==> config.mk <==
export PLATFORM = sky130hd
export DESIGN_NAME = synth_prog_if
export DESIGN_NICKNAME = d
export VERILOG_FILES = /design/src/rtl/synth_prog_pkg.sv /design/src/rtl/pin_sync.sv /design/src/rtl/bit_shifter.sv /design/src/rtl/cfg_latch.sv /design/src/rtl/synth_prog_if.sv
export SDC_FILE = /design/constraint.sdc
export NUM_CORES = 1
export LEC_CHECK = 0
export BUFFER_PORTS_ARGS = -buffer_cell sky130_fd_sc_hd__buf_2
export CORE_MARGIN = 5
export CORE_UTILIZATION = 46
export CTS_CLUSTER_DIAMETER = 50
export DETAILED_ROUTE_END_ITERATION = 8
export GPL_TIMING_DRIVEN = 0
export PLACE_DENSITY = 0.69
export SLEW_MARGIN = 25
export SYNTH_ARGS = -nofsm -noshare
export SYNTH_HDL_FRONTEND = slang
export SYNTH_SLANG_ARGS = --single-unit
==> constraint.sdc <==
create_clock -name clk -period 1.4 [get_ports clk]
set_clock_uncertainty 0.1 [all_clocks]
set_input_delay 0.21 -clock clk [delete_from_list [all_inputs] [get_ports clk]]
set_output_delay 0.21 -clock clk [all_outputs]
set_load 0.005 [all_outputs]
==> src/rtl/synth_prog_pkg.sv <==
package synth_prog_pkg;

    localparam int CTL_W          = 2;
    localparam int PUMP_W         = 4;
    localparam int DIV_W          = 12;
    localparam int PROG_W         = 12;
    localparam int SWAL_W         = 4;
    localparam int NARROW_SWAL_W  = 3;
    localparam int SR_W           = CTL_W + PUMP_W + DIV_W;
    localparam int REF_DIV_MIN    = 2;

    localparam logic [CTL_W-1:0] CTL_SEL_REF = 2'b10;
    localparam logic [CTL_W-1:0] CTL_SEL_AUX = 2'b01;

    typedef struct packed {
        logic [PUMP_W-1:0] pump;
        logic [DIV_W-1:0]  div;
    } ref_word_t;

    typedef struct packed {
        logic [PROG_W-1:0] prog;
        logic [SWAL_W-1:0] swal;
    } aux_word_t;

endpackage

==> src/rtl/pin_sync.sv <==
module pin_sync #(
    parameter int WIDTH  = 3,
    parameter int STAGES = 2
) (
    input  logic             clk,
    input  logic             rst_n,
    input  logic [WIDTH-1:0] pins_in,
    output logic [WIDTH-1:0] pins_out
);

    typedef struct packed {
        logic [STAGES-1:0][WIDTH-1:0] pipe;
    } sync_st_t;

    sync_st_t st_d, st_q;

    always_comb begin
        st_d = st_q;
        st_d.pipe[0] = pins_in;
        for (int i = 1; i < STAGES; i++) begin
            st_d.pipe[i] = st_q.pipe[i-1];
        end
    end

    always_ff @(posedge clk or negedge rst_n) begin
        if (!rst_n) begin
            st_q <= '0;
        end else begin
            st_q <= st_d;
        end
    end

    assign pins_out = st_q.pipe[STAGES-1];

endmodule

==> src/rtl/bit_shifter.sv <==
module bit_shifter
    import synth_prog_pkg::*;
(
    input  logic            clk,
    input  logic            rst_n,
    input  logic            sclk_lvl,
    input  logic            sdat_lvl,
    output logic [SR_W-1:0] word
);

    typedef struct packed {
        logic [SR_W-1:0] word;
        logic            sclk_prev;
    } shift_st_t;

    shift_st_t st_d, st_q;
    logic      step;

    always_comb begin
        st_d           = st_q;
        st_d.sclk_prev = sclk_lvl;
        step           = sclk_lvl & ~st_q.sclk_prev;
        if (step) begin
            st_d.word = {st_q.word[SR_W-2:0], sdat_lvl};
        end
    end

    always_ff @(posedge clk or negedge rst_n) begin
        if (!rst_n) begin
            st_q <= '0;
        end else begin
            st_q <= st_d;
        end
    end

    assign word = st_q.word;

    AST_SHIFT_IN: assert property (@(posedge clk) disable iff (!rst_n)
        step |=> (word[0] == $past(sdat_lvl)) && (word[SR_W-1:1] == $past(word[SR_W-2:0])));

    AST_SHIFT_HOLD: assert property (@(posedge clk) disable iff (!rst_n)
        !step |=> $stable(word));

endmodule

==> src/rtl/cfg_latch.sv <==
module cfg_latch
    import synth_prog_pkg::*;
(
    input  logic              clk,
    input  logic              rst_n,
    input  logic              load_lvl,
    input  logic              narrow,
    input  logic [SR_W-1:0]   word,
    output logic [PUMP_W-1:0] pump_word,
    output logic [DIV_W-1:0]  ref_div,
    output logic [PROG_W-1:0] aux_prog,
    output logic [SWAL_W-1:0] aux_swallow,
    output logic              range_err
);

    localparam int DIV_LO  = CTL_W;
    localparam int PUMP_LO = CTL_W + DIV_W;
    localparam int SWAL_LO = CTL_W;
    localparam int PROG_LO = CTL_W + SWAL_W;

    typedef struct packed {
        ref_word_t ref_w;
        aux_word_t aux_w;
        logic      err;
        logic      load_prev;
    } latch_st_t;

    latch_st_t         st_d, st_q;
    logic              load;
    logic [CTL_W-1:0]  ctl;
    logic [DIV_W-1:0]  div_in;
    logic [SWAL_W-1:0] swal_in;

    always_comb begin
        st_d           = st_q;
        st_d.load_prev = load_lvl;
        load           = load_lvl & ~st_q.load_prev;
        ctl            = word[CTL_W-1:0];
        div_in         = word[DIV_LO +: DIV_W];
        if (narrow) begin
            swal_in = {{(SWAL_W-NARROW_SWAL_W){1'b0}}, word[SWAL_LO +: NARROW_SWAL_W]};
        end else begin
            swal_in = word[SWAL_LO +: SWAL_W];
        end
        if (load) begin
            case (ctl)
                CTL_SEL_REF: begin
                    st_d.ref_w.pump = word[PUMP_LO +: PUMP_W];
                    st_d.ref_w.div  = div_in;
                    if (div_in < DIV_W'(REF_DIV_MIN)) begin
                        st_d.err = 1'b1;
                    end
                end
                CTL_SEL_AUX: begin
                    st_d.aux_w.prog = word[PROG_LO +: PROG_W];
                    st_d.aux_w.swal = swal_in;
                end
                default: begin
                end
            endcase
        end
    end

    always_ff @(posedge clk or negedge rst_n) begin
        if (!rst_n) begin
            st_q <= '0;
        end else begin
            st_q <= st_d;
        end
    end

    assign pump_word   = st_q.ref_w.pump;
    assign ref_div     = st_q.ref_w.div;
    assign aux_prog    = st_q.aux_w.prog;
    assign aux_swallow = st_q.aux_w.swal;
    assign range_err   = st_q.err;

    AST_REF_FIELDS: assert property (@(posedge clk) disable iff (!rst_n)
        (load && ctl == CTL_SEL_REF) |=> (ref_div == $past(word[DIV_LO +: DIV_W]))
            && (pump_word == $past(word[PUMP_LO +: PUMP_W])));

    AST_AUX_FIELDS: assert property (@(posedge clk) disable iff (!rst_n)
        (load && ctl == CTL_SEL_AUX) |=> (aux_prog == $past(word[PROG_LO +: PROG_W])));

    AST_NO_LOAD_NO_CHANGE: assert property (@(posedge clk) disable iff (!rst_n)
        !load |=> $stable(ref_div) && $stable(pump_word) && $stable(aux_prog) && $stable(aux_swallow));

    AST_IGNORED_CTL: assert property (@(posedge clk) disable iff (!rst_n)
        (load && ctl[1] == ctl[0]) |=> $stable(ref_div) && $stable(pump_word)
            && $stable(aux_prog) && $stable(aux_swallow));

    AST_LOW_DIV_FLAG: assert property (@(posedge clk) disable iff (!rst_n)
        (load && ctl == CTL_SEL_REF && word[DIV_LO +: DIV_W] < DIV_W'(REF_DIV_MIN)) |=> range_err);

    AST_ERR_STICKY: assert property (@(posedge clk) disable iff (!rst_n)
        range_err |=> range_err);

    AST_NARROW_TOP_ZERO: assert property (@(posedge clk) disable iff (!rst_n)
        (load && ctl == CTL_SEL_AUX && narrow) |=> (aux_swallow[SWAL_W-1] == 1'b0));

endmodule

==> src/rtl/synth_prog_if.sv <==
module synth_prog_if
    import synth_prog_pkg::*;
#(
    parameter int SYNC_STAGES = 2
) (
    input  logic              clk,
    input  logic              rst_n,
    input  logic              ser_clk,
    input  logic              ser_dat,
    input  logic              ser_load,
    input  logic              band_narrow,
    output logic [PUMP_W-1:0] pump_word,
    output logic [DIV_W-1:0]  ref_div,
    output logic [PROG_W-1:0] aux_prog,
    output logic [SWAL_W-1:0] aux_swallow,
    output logic              range_err
);

    localparam int PIN_N = 3;

    logic [PIN_N-1:0] pins_raw;
    logic [PIN_N-1:0] pins_sync;
    logic [SR_W-1:0]  shift_word;

    assign pins_raw = {ser_load, ser_dat, ser_clk};

    pin_sync #(
        .WIDTH  (PIN_N),
        .STAGES (SYNC_STAGES)
    ) u_sync (
        .clk      (clk),
        .rst_n    (rst_n),
        .pins_in  (pins_raw),
        .pins_out (pins_sync)
    );

    bit_shifter u_shift (
        .clk      (clk),
        .rst_n    (rst_n),
        .sclk_lvl (pins_sync[0]),
        .sdat_lvl (pins_sync[1]),
        .word     (shift_word)
    );

    cfg_latch u_latch (
        .clk         (clk),
        .rst_n       (rst_n),
        .load_lvl    (pins_sync[2]),
        .narrow      (band_narrow),
        .word        (shift_word),
        .pump_word   (pump_word),
        .ref_div     (ref_div),
        .aux_prog    (aux_prog),
        .aux_swallow (aux_swallow),
        .range_err   (range_err)
    );

endmodule

Yosys cells after proc, flatten, opt, wreduce, memory -nomap -nowiden
Index checks and enable logic that the tools add are counted.
{"block": "totals", "regBits": 59, "input_bits": 6, "word_cells": 21, "out_inout_bits": 33}
{"block": "classes", "order_cmp": 1, "bitwise": 4, "n_eq_ne": 2, "reduce_logical": 3, "muxes": 1}
{"cell": "12-bit by 2-bit < comparator with 1-bit output (second input constant)", "count": 1}
{"cell": "4-bit 2-to-1 mux", "count": 1}
{"cell": "2-bit AND reduction", "count": 2}
{"cell": "3-bit AND reduction", "count": 1}
{"cell": "1-bit bitwise AND", "count": 2}
{"cell": "2-bit by 1-bit equality test with 1-bit output (second input constant)", "count": 1}
{"cell": "2-bit equality test (second input constant)", "count": 1}
{"cell": "1-bit NOT", "count": 2}

Depth between registers and ports, before layout
Gate-level depths: netlist (run 1).
{"block": "depth", "ltp_word": 3, "mapped_depth": 4}

Hierarchy
Synthesis (run 1) repeated with hierarchy kept, for this count alone.
{"block": "unflattened", "hier_cells": 173, "area_unflattened_um2": 2691.3}
{"module": "cfg_latch", "seq_area_each_um2": 850.8, "instances": 1, "area_per_inst_um2": 1645.3, "cells_each": 109}
{"module": "bit_shifter", "seq_area_each_um2": 475.5, "instances": 1, "area_per_inst_um2": 895.9, "cells_each": 58}
{"module": "pin_sync", "seq_area_each_um2": 150.1, "instances": 1, "area_per_inst_um2": 150.1, "cells_each": 6}

Least setup slack after synthesis (run 1)
No wires, ideal clock.
{"block": "synth_path", "path_type": "register to register", "from": "register u_shift.st_q, in the netlist u_shift.word[0]", "to": "register u_latch.st_q, in the netlist u_latch.ref_div[10]", "required_ns": 1.175, "period_less_slack_ns": 1.402, "path_stages_with_launch": 5, "path_buffers": 2, "setup_time_ns": 0.125, "path_slack_ns": -0.002, "arrival_time_ns": 1.177, "path_cell_list": "dfrtp_1 -> and4bb_1 -> buf_6 -> buf_12 -> mux2_4"}
{"block": "synth_between", "elab_chain_cells": 2}
{"element": "start, declared", "line": "bit_shifter.sv:16", "text": "shift_st_t st_d, st_q;"}
{"element": "start signal, assigned", "line": "bit_shifter.sv:32", "text": "st_q <= st_d;"}
{"element": "2-bit equality test", "line": "cfg_latch.sv:46", "text": "case (ctl)"}
{"element": "2-bit AND reduction (no source line)"}
{"element": "end signal, assigned", "line": "cfg_latch.sv:68", "text": "st_q <= st_d;"}
{"element": "end, declared", "line": "cfg_latch.sv:28", "text": "latch_st_t st_d, st_q;"}
No other way between the ends.
A chain may end at the register's enable or synchronous reset.

Worst setup path after layout (run 1)
{"block": "layout_path", "from": "register u_shift.st_q, in the netlist u_shift.word[1]", "to": "register u_latch.st_q, in the netlist u_latch.aux_prog[1]"}
{"block": "layout_between", "elab_chain_cells": 2}
{"element": "2-bit by 1-bit equality test with 1-bit output", "line": "cfg_latch.sv:46"}
{"element": "2-bit AND reduction (no source line)"}
No other way between the ends.

==> impl_summary.txt, run 1 <==
----------------------------------------------------
[Finish]
  Number of nets in the layout ... 220
  Growth of design area from synthesis to finish ... 25.1%
  End-of-flow core utilization ... 0.603
  Fraction of final layout cells with drive strength greater than 1 ... 0.674
  Antenna Diode Count ... 0
  Final instance count without filler cells ... 288
  Layout filler cell count ... between 400 and 500

[Yosys]
  Synth Net Count ... 161
  Area share of the largest cell type after synthesis ... 0.592
  EDFF count, synth ... 0
  #FFs+latches synth ... 59
  Top FF cell, synth ... sky130_fd_sc_hd__dfrtp_1
  Synth cell count leaders ... sky130_fd_sc_hd__dfrtp_1, sky130_fd_sc_hd__buf_4, sky130_fd_sc_hd__mux2_2, sky130_fd_sc_hd__mux2_4
  Netlist area before placement ... around 2500 µm²
  Warnings from Yosys ... 0
  Largest area contributor in the netlist ... sky130_fd_sc_hd__dfrtp_1
  Biggest area contributors in the synthesized netlist ... sky130_fd_sc_hd__dfrtp_1, sky130_fd_sc_hd__mux2_2, sky130_fd_sc_hd__mux2_4
  Mapped Cells ... roughly 160
  Share of the yosys chip area belonging to registers ... 0.592
  Cell with the most instances after synthesis ... sky130_fd_sc_hd__dfrtp_1
  Mean instance size in the synthesized netlist ... ~16 µm²
  Share of flip-flops with an asynchronous set or reset ... 1.00
  Distinct cell type count after synthesis ... 12

[Routing]
  Count of vias placed by the detailed router ... 1298
  Number of DRC violations after detailed routing ... 0
  1st-pass router iterations ... 4
  Vias per std cell ... around 4.5
  Initial DRC count ... 47
  Average wire per cell in the routed design ... ~14 µm
  Aggregate routed wire length ... between 4000 and 5000 µm
  Post-route ant nets ... 0

[Clock tree]
  Clk slew on worst S/H paths ... roughly 0.06 ns
  Maximum buffer depth of the clock tree ... 2
  Insertion delay to the later sink of the worst-skew pair ... 0.33 ns
  Maximum level of the CTS H-tree ... 3
  # clock sinks ... just under 60
  Clock buffers created by TritonCTS ... 9
  CTS tree ... yes
  Root buffer selected by CTS ... sky130_fd_sc_hd__clkbuf_8

[Power]
  Total power density per cell area ... around 1900 nW/µm²
  Power, Total ... between 0.005 and 0.006 W
  Worst vdd rail ir drop ... roughly 0.0012 V
  Total leakage power ... about 1.6 nW

[Worst setup path]
  Largest delay contributor family on the critical path ... flip-flops
  Origin of the critical flop-to-flop path ... u_shift.word[1]
  Crit path buf inv count ... 2
  Largest fanout on the critical path ... 10
  Register-to-Register Path Depth ... 4
  CP startpoint kind ... register
  Crit. End Element ... register
  Cell count along the critical path ... 4
  Worst EP required ... about 1.5 ns
  Endpoint of the worst register-to-register path ... u_latch.aux_prog[1]
  Worst reg2reg setup slack ... -0.07 ns
  Slowest stage cell, crit path ... sky130_fd_sc_hd__dfrtp_1
  Max incr delay on CP ... around 0.4 ns
  Critical path, cell by cell ... and4bb_1 -> buf_6 -> buf_12 -> mux2_4
  Signal arrival time at the worst endpoint ... roughly 1.6 ns
  Critical Setup Path Class ... reg -> reg

[Status]
  Outcome ... finished, violations left
  Failing checks ... setup timing

[Floorplan]
  Total number of placement rows ... 26
  DIE WIDTH ... 83.6 µm
  Core outline area ... approximately 5200 µm²
  Number of primary I/O pins ... 39
  Chip Height ... 83.6 µm
  Starting density of the core ... 0.482
  Die Area ... roughly 7000 µm²

[Place]
  I/O Buffers ... 38
  Post-DP HPWL ... 2640 µm
  Placer's final routability congestion estimate ... ~0.74
  Number of instances in the placed design ... around 260

[Global routing]
  Wire length of the first global-routing pass ... 6640 µm
  Via count of the first global-routing pass ... approximately 1400
  Initial antenna violation count ... 0
  Global Route Usage Sum ... 0.124
  Largest net degree at the start of global routing ... 60
  Total global routing overflow ... 0

[Timing]
  Post-route clock period utilization ... 1.05
  Min cycle time layout ... between 1 and 1.5 ns
  Unrepaired setup endpoints after global routing ... true
  Number of failing hold endpoints at the final stage ... 0
  Headroom to the max-slew limit ... 0.527
  Slew of the pin with the lowest slew margin ... just over 0.7 ns
  Count of endpoints failing setup in the final report ... 30
  Final setup margin ... -0.0741 ns
  Count of final max-slew check failures ... 0
  Fmax ... between 600 and 700 MHz

[Min path]
  Cell depth of the worst min-delay path ... 3
  Worst min-delay path endpoint ... u_latch.aux_swallow[3]
  Launch instance of the worst min-delay path ... band_narrow
  Type of the worst min-delay path ... in -> reg

[Flow run]
  Number of maximum-capacitance constraint violations ... 0

----------------------------------------------------
==> how the worst max path moves through the flow <==
stage,slack [ns],from,to
finish,-0.07,u_shift.word[1],u_latch.aux_prog[1]
global route,-0.10,u_shift.word[1],u_latch.aux_prog[7]
floorplan,-0.002,u_shift.word[0],u_latch.ref_div[10]
global placement,-0.07,u_shift.word[0],u_latch.ref_div[4]
CTS,-0.07,u_latch.st_q[0],u_latch.aux_prog[1]
detailed placement,-0.13,u_shift.word[1],u_latch.aux_prog[7]
==> power by group <==
part | switching [W] | total (W) | internal (W)
Sequential | 0.000435 | 0.00269 | 0.00225
Clock | 0.000616 | 0.00139 | 0.000772
Combinational | 0.000475 | 0.00177 | 0.00129
Total | 0.00153 | 0.00584 | 0.00432
==> cells in the final DEF (no fill, tap or decap) <==
master                          Yosys  final
sky130_fd_sc_hd__a41o_2             1      1
sky130_fd_sc_hd__and4bb_1           2      2
sky130_fd_sc_hd__buf_12             2      4
sky130_fd_sc_hd__buf_2              1     37
sky130_fd_sc_hd__buf_4             33     37
sky130_fd_sc_hd__buf_6              2      4
sky130_fd_sc_hd__clkbuf_1           0      1
sky130_fd_sc_hd__clkbuf_8           0     12
sky130_fd_sc_hd__clkinv_2           0      2
sky130_fd_sc_hd__dfrtp_1           59     59
sky130_fd_sc_hd__dlygate4sd3_1      0      4
sky130_fd_sc_hd__mux2_2            31     19
sky130_fd_sc_hd__mux2_4            19     31
sky130_fd_sc_hd__nor2b_1            2      2
sky130_fd_sc_hd__nor3_1             1      1
sky130_fd_sc_hd__nor4_1             2      2
==> tightest hold or removal path: cells and delay by family <==
| kind | cells | cell delay, ns |
|---|---|---|
| mux | 1 | 0.15 |
| simple gates | 1 | 0.12 |
| buf+inv | 1 | 0.09 |
==> registers in the layout, indices dropped and copies added (netlist names), 3 cells and up <==
signal / count
u_latch.aux_swallow: 4
u_latch.ref_div: 12
u_latch.aux_prog: 12
u_sync.pins_out: 3
u_sync.st_d: 3
u_latch.pump_word: 4
u_shift.word: 18
==> cell families (layout without fill, tap and decap cells) <==
kind of cell           Yosys count  after routing  share of synthesized area
AOI/OAI and AO/OA                1              1                    0.00452
buffers and inverters           38            101                      0.127
DFF                             59             59                      0.592
muxes                           50             50                      0.255
and+or+nand+nor                  7              7                     0.0221
==> layout make-up <==
class / count / area, µm² / share of cell area
Sequential cell: 59 / 1480 / 0.474
Multi-Input combinational cell: 58 / 746 / 0.239
Timing Repair Buffer: 49 / 314 / 0.101
Buffer: 37 / 314 / 0.101
Clock buffer: 13 / 169 / 0.0542
Tap cell: 70 / 87.6 / 0.0281
Clock inverter: 2 / 10.0 / 0.00321
==> what timing repair did <==
item / 4_1_cts / 5_1_grt
cloned: 0 / 0
pin swaps: 0 / 0
gates resized for setup: 11 / 4
hold endpoints to repair: 62 / 0
buffers inserted: 6 / 1
setup endpoints to repair: 36 / 33
hold buffers: 4 / 0
==> metrics by stage <==
step	hold WS [ns]	TNS (ns)	area, µm²	setup WS [ns]
after detailed placement	0.212	-3.03	2770	-0.128
after floorplan	-0.186	-0.0159	2490	-0.00177
final	0.177	-1.36	3120	-0.0741
after global placement	0.218	-1.85	2770	-0.0731
after global routing	0.185	-2.44	3120	-0.104
after CTS	0.163	-1.47	3090	-0.0710
==> layer usage <==
metal | up-vias | routed length, µm | global-route usage
met2 | 31 | 2010 | 0.195
met5 | - | 0 | 0
met1 | 646 | 1770 | 0.143
met3 | 8 | 201 | 0.0336
li1 | 613 | - | -
met4 | 0 | 69 | 0.0921
(Power assumes the default switching activity.)
==> inputs of run 2 (changes only) <==
Settings changed: CAP_MARGIN set to 0, SETUP_SLACK_MARGIN set to 0.15.
==> impl_summary.txt, run 2 (synthesis gave the netlist of run 1 again) <==
----------------------------------------------------
[Finish]
  Growth of design area from synthesis to finish ... 53.4%
  Post-Layout Inst Area ... 3820 µm² (+23%)
  Combined area of the multi-input logic cells ... 817 µm² (+9.6%)
  Most common library cell in the layout ignoring fill and taps ... sky130_fd_sc_hd__buf_6
  Fraction of final layout cells with drive strength greater than 1 ... 0.721 (+0.0468)
  Antenna Diode Count ... 0 (unchanged)
  Area of all sequential standard cells ... 1480 µm² (unchanged)
  Number of flip-flops in the largest register ... 18 (unchanged)
  End-of-flow core utilization ... 0.739 (+0.137)
  Layout filler cell count ... 311 (-26%)
  Commonest cells after routing, fill and taps aside ... sky130_fd_sc_hd__buf_6, sky130_fd_sc_hd__dfrtp_1, sky130_fd_sc_hd__mux2_4
  Number of nets in the layout ... 254 (+15%)

[Floorplan]
  Core outline area ... 5170 µm² (unchanged)
  Starting density of the core ... 0.482 (unchanged)
  Total number of placement rows ... 26 (unchanged)
  Chip Height ... 83.6 µm (unchanged)
  DIE WIDTH ... 83.6 µm (unchanged)
  Die Area ... 6990 µm² (unchanged)
  Number of primary I/O pins ... 39 (unchanged)

[Timing]
  Final setup margin ... -0.0812 ns (-0.00702 ns)
  Fmax ... 675 MHz (-0.47%)
  Post-route clock period utilization ... 1.06 (+0.00501)
  Count of final max-slew check failures ... 0 (unchanged)
  Number of failing hold endpoints at the final stage ... 0 (unchanged)
  Unrepaired setup endpoints after global routing ... true
  Hold slack final ... 0.182 ns (+0.00542 ns)
  Slew of the pin with the lowest slew margin ... 0.726 ns (+0.0161 ns)
  Headroom to the max-slew limit ... 0.516 (-0.0107)
  Min cycle time layout ... 1.48 ns (+0.00702 ns)
  Count of endpoints failing setup in the final report ... 32 (+6.7%)

[Clock tree]
  Root buffer selected by CTS ... sky130_fd_sc_hd__clkbuf_8
  # clock sinks ... 59 (unchanged)
  CTS tree ... yes
  Maximum buffer depth of the clock tree ... 2 (unchanged)
  Insertion delay to the later sink of the worst-skew pair ... 0.33 ns (about the same)
  Maximum level of the CTS H-tree ... 3 (unchanged)
  Clk slew on worst S/H paths ... 0.07 ns (about the same)
  Clock buffers created by TritonCTS ... 9 (unchanged)

[Routing]
  Count of vias placed by the detailed router ... 1494 (+15%)
  Post-route ant nets ... 0 (unchanged)
  Aggregate routed wire length ... 5120 µm (+26%)
  1st-pass router iterations ... 4 (unchanged)
  Number of DRC violations after detailed routing ... 0 (unchanged)
  Average wire per cell in the routed design ... 16.0 µm (+13%)
  Initial DRC count ... 109 (+130%)
  Vias per std cell ... 4.65 (+3.3%)

[Global routing]
  Wire length of the first global-routing pass ... 7620 µm (+15%)
  Via count of the first global-routing pass ... 1564 (+14%)
  Total global routing overflow ... 0 (unchanged)
  Global Route Usage Sum ... 0.140 (+0.0168)
  Initial antenna violation count ... 0 (unchanged)
  Largest net degree at the start of global routing ... 60 (unchanged)

[Place]
  Placed inst area ... 2810 µm² (+1.3%)
  I/O Buffers ... 38 (unchanged)
  Post-DP HPWL ... 2710 µm (+2.8%)
  Placer's final routability congestion estimate ... 0.712 (-3.5%)

[Worst setup path]
  Crit. End Element ... register
  Worst EP required ... 1.52 ns (about the same)
  Largest fanout on the critical path ... 5 (-5)
  CP startpoint kind ... register
  Signal arrival time at the worst endpoint ... 1.60 ns (about the same)
  Critical Setup Path Class ... reg -> reg

[Power]
  Total leakage power ... 1.92 nW (+19%)
  Worst vdd rail ir drop ... 0.00126 V (+8.1%)
  Total power density per cell area ... 1840 nW/µm² (-2.1%)
  Power, Total ... 0.00702 W (+20%)

[Flow run]
  Number of maximum-capacitance constraint violations ... 0 (unchanged)

[Min path]
  Type of the worst min-delay path ... in -> reg

[Status]
  Outcome ... finished, violations left
  Failing checks ... setup timing

----------------------------------------------------
## run 2: area by class of cell
class | instances | share of cell area
repair buffers | 82 | 0.220
well taps | 70 | 0.0229
clock inverters | 4 | 0.00524
multi-input cells | 58 | 0.214
flip-flops and latches | 59 | 0.386
clock buffers | 10 | 0.0334
plain buffers | 38 | 0.119
## run 2: layer usage
layer / routed length [µm] / up-vias / track usage / share of wire
li1: - / 688 / - / -
met1: 2220 / 767 / 0.170 / 0.43
met2: 2640 / 29 / 0.221 / 0.52
met3: 180 / 10 / 0.0474 / 0.035
met4: 82 / 0 / 0.0746 / 0.016
met5: 0 / - / 0 / 0
## run 2: metrics by stage
stage / worst slack, ns / std cells / setup TNS, ns
after floorplan: -0.00177 / 155 / -0.0159
after global placement: -0.0759 / 263 / -1.92
after detailed placement: -0.0923 / 263 / -1.64
after CTS: -0.0789 / 304 / -1.19
after global routing: -0.130 / 321 / -3.11
final: -0.0812 / 321 / -1.70
## run 2: worst max-delay path, cell delays in order (launching register included)
cell                        delay [ns]
sky130_fd_sc_hd__dfrtp_1          0.38
sky130_fd_sc_hd__and4bb_1         0.29
sky130_fd_sc_hd__buf_6            0.15
sky130_fd_sc_hd__clkbuf_16        0.16
sky130_fd_sc_hd__mux2_4           0.30
## run 2: worst paths after layout
kind / startpoint / cells after the start / end / slack (ns)
worst max-delay path: u_shift.word[1] / 4 / u_latch.aux_prog[7] / -0.08
worst min-delay path: band_narrow / 3 / u_latch.aux_swallow[3] / 0.18
worst max register to register: u_shift.word[1] / 4 / u_latch.aux_prog[7] / -0.08
worst min register to register: u_sync.st_d[4] / 0 / u_sync.pins_out[1] / 0.25
max in group asynchronous: rst_n / 2 / u_latch.aux_prog[0] / 0.34
min in group asynchronous: rst_n / 2 / u_sync.st_d[3] / 0.38
## run 2: timing repair
item / 4_1_cts / 5_1_grt
hold endpoints to repair: 62 / 0
setup endpoints to repair: 75 / 83
hold buffers: 4 / 0
gates cloned: 1 / 2
gates resized for setup: 90 / 5
setup buffers: 22 / 15
pin swaps: 0 / 1
## run 2: report_power, final
part / switching (W) / internal (W) / leakage [nW] / total [W]
combinational: 0.000692 / 0.00230 / 1.09 / 0.00299
clock: 0.000621 / 0.000609 / 0.0815 / 0.00123
sequential: 0.000546 / 0.00226 / 0.754 / 0.00280
==> inputs of run 3 (changes only) <==
Settings changed: BUFFER_PORTS_ARGS -buffer_cell sky130_fd_sc_hd__buf_2 to unset, DONT_BUFFER_PORTS set to 1, PLACE_DENSITY 0.69 to unset, SYNTH_HIERARCHICAL set to 1.
==> impl_summary.txt, run 3 <==
----------------------------------------------------
[Yosys]
  Synth Net Count ... 179 (+11%)
  Biggest area contributors in the synthesized netlist ... sky130_fd_sc_hd__dfrtp_1, sky130_fd_sc_hd__mux2_4, sky130_fd_sc_hd__buf_4
  Mapped Cells ... 173 (+12%)
  Distinct cell type count after synthesis ... 12 (unchanged)
  Mean instance size in the synthesized netlist ... 15.6 µm² (-3.3%)
  EDFF count, synth ... 0 (unchanged)
  Share of flip-flops with an asynchronous set or reset ... 1.00 (unchanged)
  #FFs+latches synth ... 59 (unchanged)
  Warnings from Yosys ... 6 (+6)
  Area share of the largest cell type after synthesis ... 0.549 (-0.0438)
  Largest area contributor in the netlist ... sky130_fd_sc_hd__dfrtp_1
  Share of the yosys chip area belonging to registers ... 0.549 (-0.0438)
  Netlist area before placement ... 2690 µm² (+8.0%)
  Cell with the most instances after synthesis ... sky130_fd_sc_hd__dfrtp_1
  Synth cell count leaders ... sky130_fd_sc_hd__dfrtp_1, sky130_fd_sc_hd__buf_4, sky130_fd_sc_hd__mux2_4, sky130_fd_sc_hd__mux2_2
  Top FF cell, synth ... sky130_fd_sc_hd__dfrtp_1

[Finish]
  Fraction of final layout cells with drive strength greater than 1 ... 0.668 (-0.0528)
  Final instance count without filler cells ... 280 (-13%)
  Growth of design area from synthesis to finish ... 23.9%
  Post-Layout Inst Area ... 3340 µm² (-13%)
  Area of all sequential standard cells ... 1480 µm² (unchanged)
  Number of nets in the layout ... 210 (-17%)
  End-of-flow core utilization ... 0.595 (-0.144)
  Commonest cells after routing, fill and taps aside ... sky130_fd_sc_hd__dfrtp_1, sky130_fd_sc_hd__buf_4, sky130_fd_sc_hd__mux2_4
  Number of flip-flops in the largest register ... 18 (unchanged)
  Antenna Diode Count ... 0 (unchanged)
  Most common library cell in the layout ignoring fill and taps ... sky130_fd_sc_hd__dfrtp_1
  Layout filler cell count ... 468 (+50%)
  Combined area of the multi-input logic cells ... 825 µm² (+0.92%)

[Worst setup path]
  Critical Setup Path Class ... reg -> reg
  Signal arrival time at the worst endpoint ... 1.74 ns (+0.14 ns)
  Cell mode on critical path ... sky130_fd_sc_hd__buf_6
  CP startpoint kind ... register
  Crit. End Element ... register
  Worst EP required ... 1.51 ns (about the same)
  Critical path, cell by cell ... buf_6 -> and4bb_1 -> buf_6 -> clkbuf_16 -> mux2_4
  Startpoint of the most critical setup path ... u_shift/word[0]
  Max incr delay on CP ... 0.39 ns (about the same)
  Largest fanout on the critical path ... 5 (unchanged)
  Origin of the critical flop-to-flop path ... u_shift/word[0]
  Crit path buf inv count ... 3 (+1)
  Slowest stage cell, crit path ... sky130_fd_sc_hd__dfrtp_1
  Largest delay contributor family on the critical path ... buffers and inverters

[Clock tree]
  Maximum buffer depth of the clock tree ... 2 (unchanged)
  Hold buffers post-CTS ... 3 (-1)
  Insertion delay to the later sink of the worst-skew pair ... 0.33 ns (about the same)
  Clock buffers created by TritonCTS ... 9 (unchanged)
  CTS tree ... yes
  Clk slew on worst S/H paths ... 0.06 ns (about the same)
  Maximum level of the CTS H-tree ... 3 (unchanged)
  Root buffer selected by CTS ... sky130_fd_sc_hd__clkbuf_8
  # clock sinks ... 59 (unchanged)

[Timing]
  Unrepaired setup endpoints after global routing ... true
  Count of final max-slew check failures ... 0 (unchanged)
  Headroom to the max-slew limit ... 0.717 (+0.201)
  Min cycle time layout ... 1.63 ns (+0.147 ns)
  Count of endpoints failing setup in the final report ... 33 (+3.1%)
  Post-route clock period utilization ... 1.16 (+0.105)
  Fmax ... 614 MHz (-9.0%)
  Number of failing hold endpoints at the final stage ... 59 (+59)
  Final-layout setup total negative slack ... -5.72 ns (-4.02 ns)
  Hold slack final ... -0.526 ns (-0.708 ns)
  Final setup margin ... -0.228 ns (-0.147 ns)
  Slew of the pin with the lowest slew margin ... 0.420 ns (-0.306 ns)

[Place]
  Post-DP HPWL ... 2800 µm (+3.4%)
  Placer's final routability congestion estimate ... 0.706 (-0.81%)
  Post-place setup slack ... -0.256 ns (-0.164 ns)
  Placed inst area ... 2780 µm² (-0.98%)
  Number of instances in the placed design ... 245 (-6.8%)
  I/O Buffers ... 0 (-100%)

[Floorplan]
  Starting density of the core ... 0.480 (-0.00194)
  Number of primary I/O pins ... 39 (unchanged)
  Chip Height ... 86.5 µm (+3.4%)
  Core outline area ... 5610 µm² (+8.4%)
  Total number of placement rows ... 27 (+3.8%)
  DIE WIDTH ... 86.5 µm (+3.4%)
  Die Area ... 7480 µm² (+7.0%)

[Routing]
  Number of DRC violations after detailed routing ... 0 (unchanged)
  Aggregate routed wire length ... 4570 µm (-11%)
  1st-pass router iterations ... 4 (unchanged)
  Initial DRC count ... 62 (-43%)
  Count of vias placed by the detailed router ... 1307 (-13%)
  Average wire per cell in the routed design ... 16.3 µm (+2.2%)
  Vias per std cell ... 4.67 (+0.29%)
  Post-route ant nets ... 0 (unchanged)

[Power]
  Net switching share of the total power ... 0.254 (-0.0109)
  Share of total power in sequential cells ... 0.434 (+0.035)
  Gate power share ... 0.339 (-0.087)
  Total power density per cell area ... 1810 nW/µm² (-1.2%)
  Clk pwr share ... 0.227 (+0.052)
  Total leakage power ... 1.67 nW (-13%)
  Worst vdd rail ir drop ... 0.00113 V (-11%)
  Total internal power ... 0.00451 W (-13%)
  Switching power ... 0.00154 W (-17%)

[Global routing]
  Met1 Usage GRT ... 0.161 (-0.00855)
  Via count of the first global-routing pass ... 1425 (-8.9%)
  Total global routing overflow ... 0 (unchanged)
  Global Route Usage Sum ... 0.128 (-0.0124)
  GR Layer Usage met2 ... 0.197 (-0.0245)
  Largest net degree at the start of global routing ... 60 (unchanged)
  Wire length of the first global-routing pass ... 7250 µm (-4.9%)
  Met3 Track Usage GR ... 0.0456 (-0.00176)
  Busiest grt layer ... met2
  Initial antenna violation count ... 0 (unchanged)

[Status]
  Outcome ... finished, violations left
  Failing checks ... hold timing, setup timing

[Flow run]
  Number of maximum-capacitance constraint violations ... 0 (unchanged)

[Min path]
  Type of the worst min-delay path ... in -> async

----------------------------------------------------
## run 3: metal layers
layer	vias to the layer above	share of wire
met4	0	0.019
met2	33	0.49
met3	9	0.059
met5	-	0
li1	606	-
met1	659	0.44
## run 3: power groups by stage
stage | sequential [W] | combinational, W | clock (W)
final | 0.00263 | 0.00205 | 0.00137
after global routing | 0.00272 | 0.00218 | 0.00151
after CTS | 0.00264 | 0.00204 | 0.00142
after detailed placement | 0.00265 | 0.00183 | 0
after global placement | 0.00261 | 0.00180 | 0
after floorplan | 0.00252 | 0.00164 | 0
## run 3: per-stage QoR
step	total power (W)	hold WS [ns]
after floorplan	0.00416	-0.186
after global placement	0.00441	-0.184
after detailed placement	0.00448	-0.184
after CTS	0.00610	-0.542
after global routing	0.00640	-0.556
final	0.00605	-0.526
## run 3: worst paths after layout
| kind | slack [ns] | endpoint | cells after the start |
|---|---|---|---|
| max in group asynchronous | 1.63 | u_latch/aux_swallow[3] | 0 |
| hold reg to reg | 0.25 | u_sync/pins_out[0] | 0 |
| setup reg to reg | -0.23 | u_latch/ref_div[7] | 5 |
| hold / removal | -0.53 | u_shift/word[8] | 0 |
| setup / recovery | -0.23 | u_latch/ref_div[7] | 5 |
| min in group clk | 0.11 | u_latch/aux_swallow[3] | 2 |
## run 3: timing repair
| action | CTS | global route |
|---|---|---|
| hold endpoints to repair | 62 | 59 |
| resized for setup | 26 | 5 |
| buffers inserted | 12 | 2 |
| cloned | 1 | 2 |
| endpoints found under the setup margin | 43 | 51 |
## run 3: kinds of logic (layout without fill, tap and decap cells)
group,count (synthesis),count (layout),share of synthesized area
mux,50,50,0.250
simple gates,7,7,0.0232
compound gates,1,1,0.00418
buf+inv,56,91,0.174
flops,59,59,0.549
## run 3: layout make-up
cell class	instances	area share
flip-flops and latches	59	0.443
multi-input cells	58	0.247
plain buffers	56	0.143
repair buffers	20	0.0866
clock buffers	13	0.0506
well taps	72	0.0270
clock inverters	2	0.00300
